File: config.mk
export PLATFORM = sky130hd
export DESIGN_NAME = gpio_port_top
export DESIGN_NICKNAME = d
export VERILOG_FILES = /design/src/rtl/gpio_port_pkg.sv /design/src/rtl/gpio_port_ctrl.sv /design/src/rtl/gpio_port_datapath.sv /design/src/rtl/gpio_port_top.sv
export SDC_FILE = /design/constraint.sdc
export NUM_CORES = 1
export LEC_CHECK = 0
export BUFFER_PORTS_ARGS = -buffer_cell sky130_fd_sc_hd__buf_2
export CAP_MARGIN = 10
export CORE_ASPECT_RATIO = 1.25
export CORE_MARGIN = 4
export CORE_UTILIZATION = 42
export DETAILED_ROUTE_END_ITERATION = 12
export GPL_ROUTABILITY_DRIVEN = 1
export PLACE_DENSITY = 0.74
export RECOVER_POWER = 50
export SYNTH_ARGS = -nofsm -noshare
export SYNTH_HDL_FRONTEND = slang
export SYNTH_SLANG_ARGS = --single-unit
File: constraint.sdc
create_clock -name clk -period 0.92 [get_ports clk]
set_input_delay 0.184 -clock clk [delete_from_list [all_inputs] [get_ports clk]]
set_output_delay 0.184 -clock clk [all_outputs]
set_load 0.01 [all_outputs]
File: src/rtl/gpio_port_pkg.sv
`timescale 1ns/1ps
package gpio_port_pkg;

  // Register select codes on the addr port.
  typedef enum logic [1:0] {
    SEL_DIR  = 2'd0,
    SEL_OUT  = 2'd1,
    SEL_PIN  = 2'd2,
    SEL_NONE = 2'd3
  } regSel_e;

  // Strobes from the control decoder to the datapath.
  typedef struct packed {
    logic    dirWr;
    logic    outWr;
    regSel_e rdSel;
  } ctrlStrobe_t;

endpackage

File: src/rtl/gpio_port_ctrl.sv
`timescale 1ns/1ps
module gpio_port_ctrl
  import gpio_port_pkg::*;
(
  input  logic        wrEn,
  input  logic [1:0]  addr,
  output ctrlStrobe_t strobe
);

  regSel_e selCode;

  always_comb begin
    selCode      = regSel_e'(addr);
    strobe.dirWr = wrEn && (selCode == SEL_DIR);
    strobe.outWr = wrEn && (selCode == SEL_OUT);
    strobe.rdSel = selCode;
  end

endmodule

File: src/rtl/gpio_port_datapath.sv
`timescale 1ns/1ps
module gpio_port_datapath
  import gpio_port_pkg::*;
#(
  parameter int PINS = 8
) (
  input  logic            clk,
  input  logic            rstN,
  input  ctrlStrobe_t     strobe,
  input  logic [PINS-1:0] wrData,
  output logic [PINS-1:0] rdData,
  input  logic            pullupOff,
  input  logic [PINS-1:0] padIn,
  output logic [PINS-1:0] padOut,
  output logic [PINS-1:0] padOe,
  output logic [PINS-1:0] padPullEn
);

  localparam logic [PINS-1:0] ALL_ZERO = '0;

  logic [PINS-1:0] dirReg;
  logic [PINS-1:0] outReg;
  logic [PINS-1:0] pinReg;

  // Software-visible direction and output registers.
  always_ff @(posedge clk or negedge rstN) begin
    if (!rstN) begin
      dirReg <= ALL_ZERO;
      outReg <= ALL_ZERO;
    end else begin
      if (strobe.dirWr) dirReg <= wrData;
      if (strobe.outWr) outReg <= wrData;
    end
  end

  // Per-pin pad decode and two-phase input synchronizer.
  for (genvar g = 0; g < PINS; g++) begin : g_pin
    logic holdBit;
    logic pinBit;

    // The first stage is transparent while clk is high, so its output just
    // before a rising edge equals the pad level it held at the falling edge.
    // Modelling it as a falling-edge store gives the same value at the
    // rising-edge register, with no race against the edge that reopens it.
    always_ff @(negedge clk or negedge rstN) begin
      if (!rstN) holdBit <= 1'b0;
      else       holdBit <= padIn[g];
    end

    always_ff @(posedge clk or negedge rstN) begin
      if (!rstN) pinBit <= 1'b0;
      else       pinBit <= holdBit;
    end

    assign pinReg[g]    = pinBit;
    assign padOe[g]     = dirReg[g];
    assign padOut[g]    = dirReg[g] & outReg[g];
    assign padPullEn[g] = ~dirReg[g] & outReg[g] & ~pullupOff;
  end

  always_comb begin
    unique case (strobe.rdSel)
      SEL_DIR: rdData = dirReg;
      SEL_OUT: rdData = outReg;
      SEL_PIN: rdData = pinReg;
      default: rdData = ALL_ZERO;
    endcase
  end

endmodule

File: src/rtl/gpio_port_top.sv
`timescale 1ns/1ps
module gpio_port_top
  import gpio_port_pkg::*;
#(
  parameter int PINS = 8
) (
  input  logic            clk,
  input  logic            rstN,
  input  logic            wrEn,
  input  logic [1:0]      addr,
  input  logic [PINS-1:0] wrData,
  output logic [PINS-1:0] rdData,
  input  logic            pullupOff,
  input  logic [PINS-1:0] padIn,
  output logic [PINS-1:0] padOut,
  output logic [PINS-1:0] padOe,
  output logic [PINS-1:0] padPullEn
);

  ctrlStrobe_t strobe;

  gpio_port_ctrl ctrl_i (
    .wrEn   (wrEn),
    .addr   (addr),
    .strobe (strobe)
  );

  gpio_port_datapath #(.PINS(PINS)) dp_i (
    .clk       (clk),
    .rstN      (rstN),
    .strobe    (strobe),
    .wrData    (wrData),
    .rdData    (rdData),
    .pullupOff (pullupOff),
    .padIn     (padIn),
    .padOut    (padOut),
    .padOe     (padOe),
    .padPullEn (padPullEn)
  );

endmodule

==> flow_summary.ini <==
[yosys]
synthTopCellsByArea = dfrtp_1 (46%), dfrtn_1 (15%), mux2_2 (14%)
synth.avg_cell_area_um2 = 15.07
yosysWarnings = 0
synth_commonest_cells = dfrtp_1 (24), mux2_2 (16)
yosysMostFrequentCell = dfrtp_1
synth_nets = 109
yosys.area.top_type_share_pct = 45.80
syn-cell-area_um2 = 1311
ys.flop_type = dfrtp_1
netlist_instances = 87
synth.distinct_cells = 13
ys_ff_latch = 32
yosysSeqAreaShare_pct = 61.07
synth_area_leader_cell = dfrtp_1
async_flop_share_pct = 100.0
synth_edf_count = 0

[power]
p_int_mw = 2.502
p_seq_share_pct = 48.4
vdd_drop_max_mv = 1.248
power_density_nw_per_um2 = 1855
switching_share_pct = 30.16
power_leakage_nw = 0.9505
comb_power_share_pct = 29.2
power_switching_mw = 1.081
clock_power_share_pct = 22.4

[timing]
min_period_over_period_pct = 146.8
drv_slew = 0
clock_skew_ns = 0.01153
setup_ws_ns = -0.4308
hold_viol_final = 0
relSlewSlack_pct = 62.18
worst_slew_pin_slew_ns = 0.5674
setup_tns_ns = -12.04
final-setup-viol-count = 42
rsz0062_at_grt = true
fmax_mhz = 740.3
period_needed_ns = 1.351

[detailed_routing]
ant_nets = 0
drt_iter0_drc = 16
finalWirelength_um = 2845
dr.pass1.iters = 4
dr_total_vias = 953
post_drt_wl_per_cell_um = 14.44
route.detailed.drc = 0
viasPerCell = 4.838

[layout]
diodes = 0
nets = 182
drive_above_1_share_pct = 66.46
nFillCells = 233
area_growth_pct = 47.33

[global_routing]
grt_overflow_total = 0
grt_pass1_vias = 985
grt_max_degree = 13
grt_pass1_wl_um = 4533
grtUsageTotal_pct = 14.69
antenna_found_initial = 0

[floorplan]
design.core.area_um2 = 2973
die_x_um = 57.98
die-area_um2 = 4086
initial_core_util_pct = 44.11
io_pins = 54
num_rows = 22
die_h_um = 70.47

[cts]
htreeDepth = 2
cts_tree = yes
cts_root_buf = clkbuf_4
clk_latency_ns = 0.34
path_clk_slew_ns = 0.11
cts_buffer_depth = 2
numCtsBuffers = 5
clock_sinks = 32

[min_path]
hp-class = input pin to register

[worst_setup_path]
required_ns = 0.74
endpoint_kind = primary output
critPathKind = register to primary output
critPathArrivalTime_ns = 1.17
setup.worst_path.start_class = register
path_max_fanout = 5

[placement]
dpl_worst_slack_ns = -0.2542
io_buffers = 53
hpwl_um = 2138
place_congestion = 0.7920

[flow_run]
drv_cap = 0

[outcome]
status = complete, but fails checks
violations = setup timing
## layer usage
| layer | vias up | share of wire, % | global-route usage, % |
|---|---|---|---|
| li1 | 455 | - | - |
| met1 | 455 | 38 | 16.45 |
| met2 | 36 | 52 | 24.37 |
| met3 | 7 | 7.2 | 5.360 |
| met4 | 0 | 2.4 | 6.701 |
| met5 | - | 0 | 0 |
## power groups by stage
stage	logic [mW]	registers (mW)	clock network (mW)
global route	1.13	1.76	0.876
detailed placement	0.851	1.76	0
global placement	0.831	1.75	0
floorplan	0.454	1.76	0
CTS	1.00	1.73	0.823
finish	1.05	1.73	0.802
## cells by family (layout without fill, tap and decap cells)
kind of cell           Yosys count  after routing  share of synthesized area (%)
and+or+nand+nor                 19             19                          11.83
AOI/OAI and AO/OA                8              8                          5.344
muxes                           24             24                          19.85
buffers and inverters            4             78                          1.908
DFF                             32             32                          61.07
## registers in the layout (all words and copies together), names as in the netlist
register and count:
dp_i.g_pin.holdBit 8, dp_i.g_pin.pinBit 8, dp_i.outReg 8, dp_i.padOe 8
## final timing paths
check / cells past startpoint / end / slack, ns / from
max: 3 / rdData[0] / -0.43 / dp_i.padOe[0]
min: 2 / dp_i.padOe[6] / 0.08 / wrData[6]
max reg2reg: 2 / dp_i.padOe[6] / -0.02 / dp_i.padOe[6]
min reg2reg: 1 / dp_i.outReg[3] / 0.56 / dp_i.outReg[3]
max in group asynchronous: 2 / dp_i.g_pin[4].holdBit / -0.20 / rstN
min in group asynchronous: 2 / dp_i.g_pin[5].pinBit / 0.35 / rstN
## what timing repair did
item / 4_1_cts / 5_1_grt
buffers inserted: 5 / 3
pin swaps: 23 / 4
gates resized for setup: 10 / 8
setup endpoints to repair: 32 / 37
hold endpoints to repair: 24 / 0
hold buffers: 1 / 0
## critical path: stages (launching register included)
cell and delay, ns:
dfrtp_1 0.43, mux2i_1 0.19, o2bb2ai_2 0.08, buf_2 0.14
## cells in the final DEF, fill, tap and decap left out, types with 3 or more instances in the layout
master / n
dfrtp_1: 24
nor3b_2: 8
o2bb2ai_2: 3
dfrtn_1: 8
and2_1: 6
buf_4: 9
clkbuf_4: 5
mux2_2: 15
mux2i_1: 8
buf_2: 45
o2bb2ai_1: 5
buf_6: 13
## per-stage QoR
step | utilization, % | instance area (um2) | power [mW] | hold WS (ns) | cells
after floorplan | - | 1379 | 2.212 | -0.1116 | 87
after global placement | 58.63 | 1743 | 2.577 | 0.05710 | 182
after detailed placement | 58.63 | 1743 | 2.610 | 0.06016 | 182
after CTS | 63.93 | 1901 | 3.557 | 0.07990 | 196
after global routing | 64.98 | 1932 | 3.767 | 0.07590 | 197
final | 64.98 | 1932 | 3.583 | 0.08180 | 197
## final cells by class
class                   count  area, um2  area share (%)
flip-flops and latches     32      800.8           41.45
multi-input cells          51      553.0           28.63
repair buffers             70      473.0           24.48
well taps                  36      45.04           2.332
clock buffers               5      37.54           1.943
clock inverters             3      22.52           1.166
(Power assumes the default switching activity.)
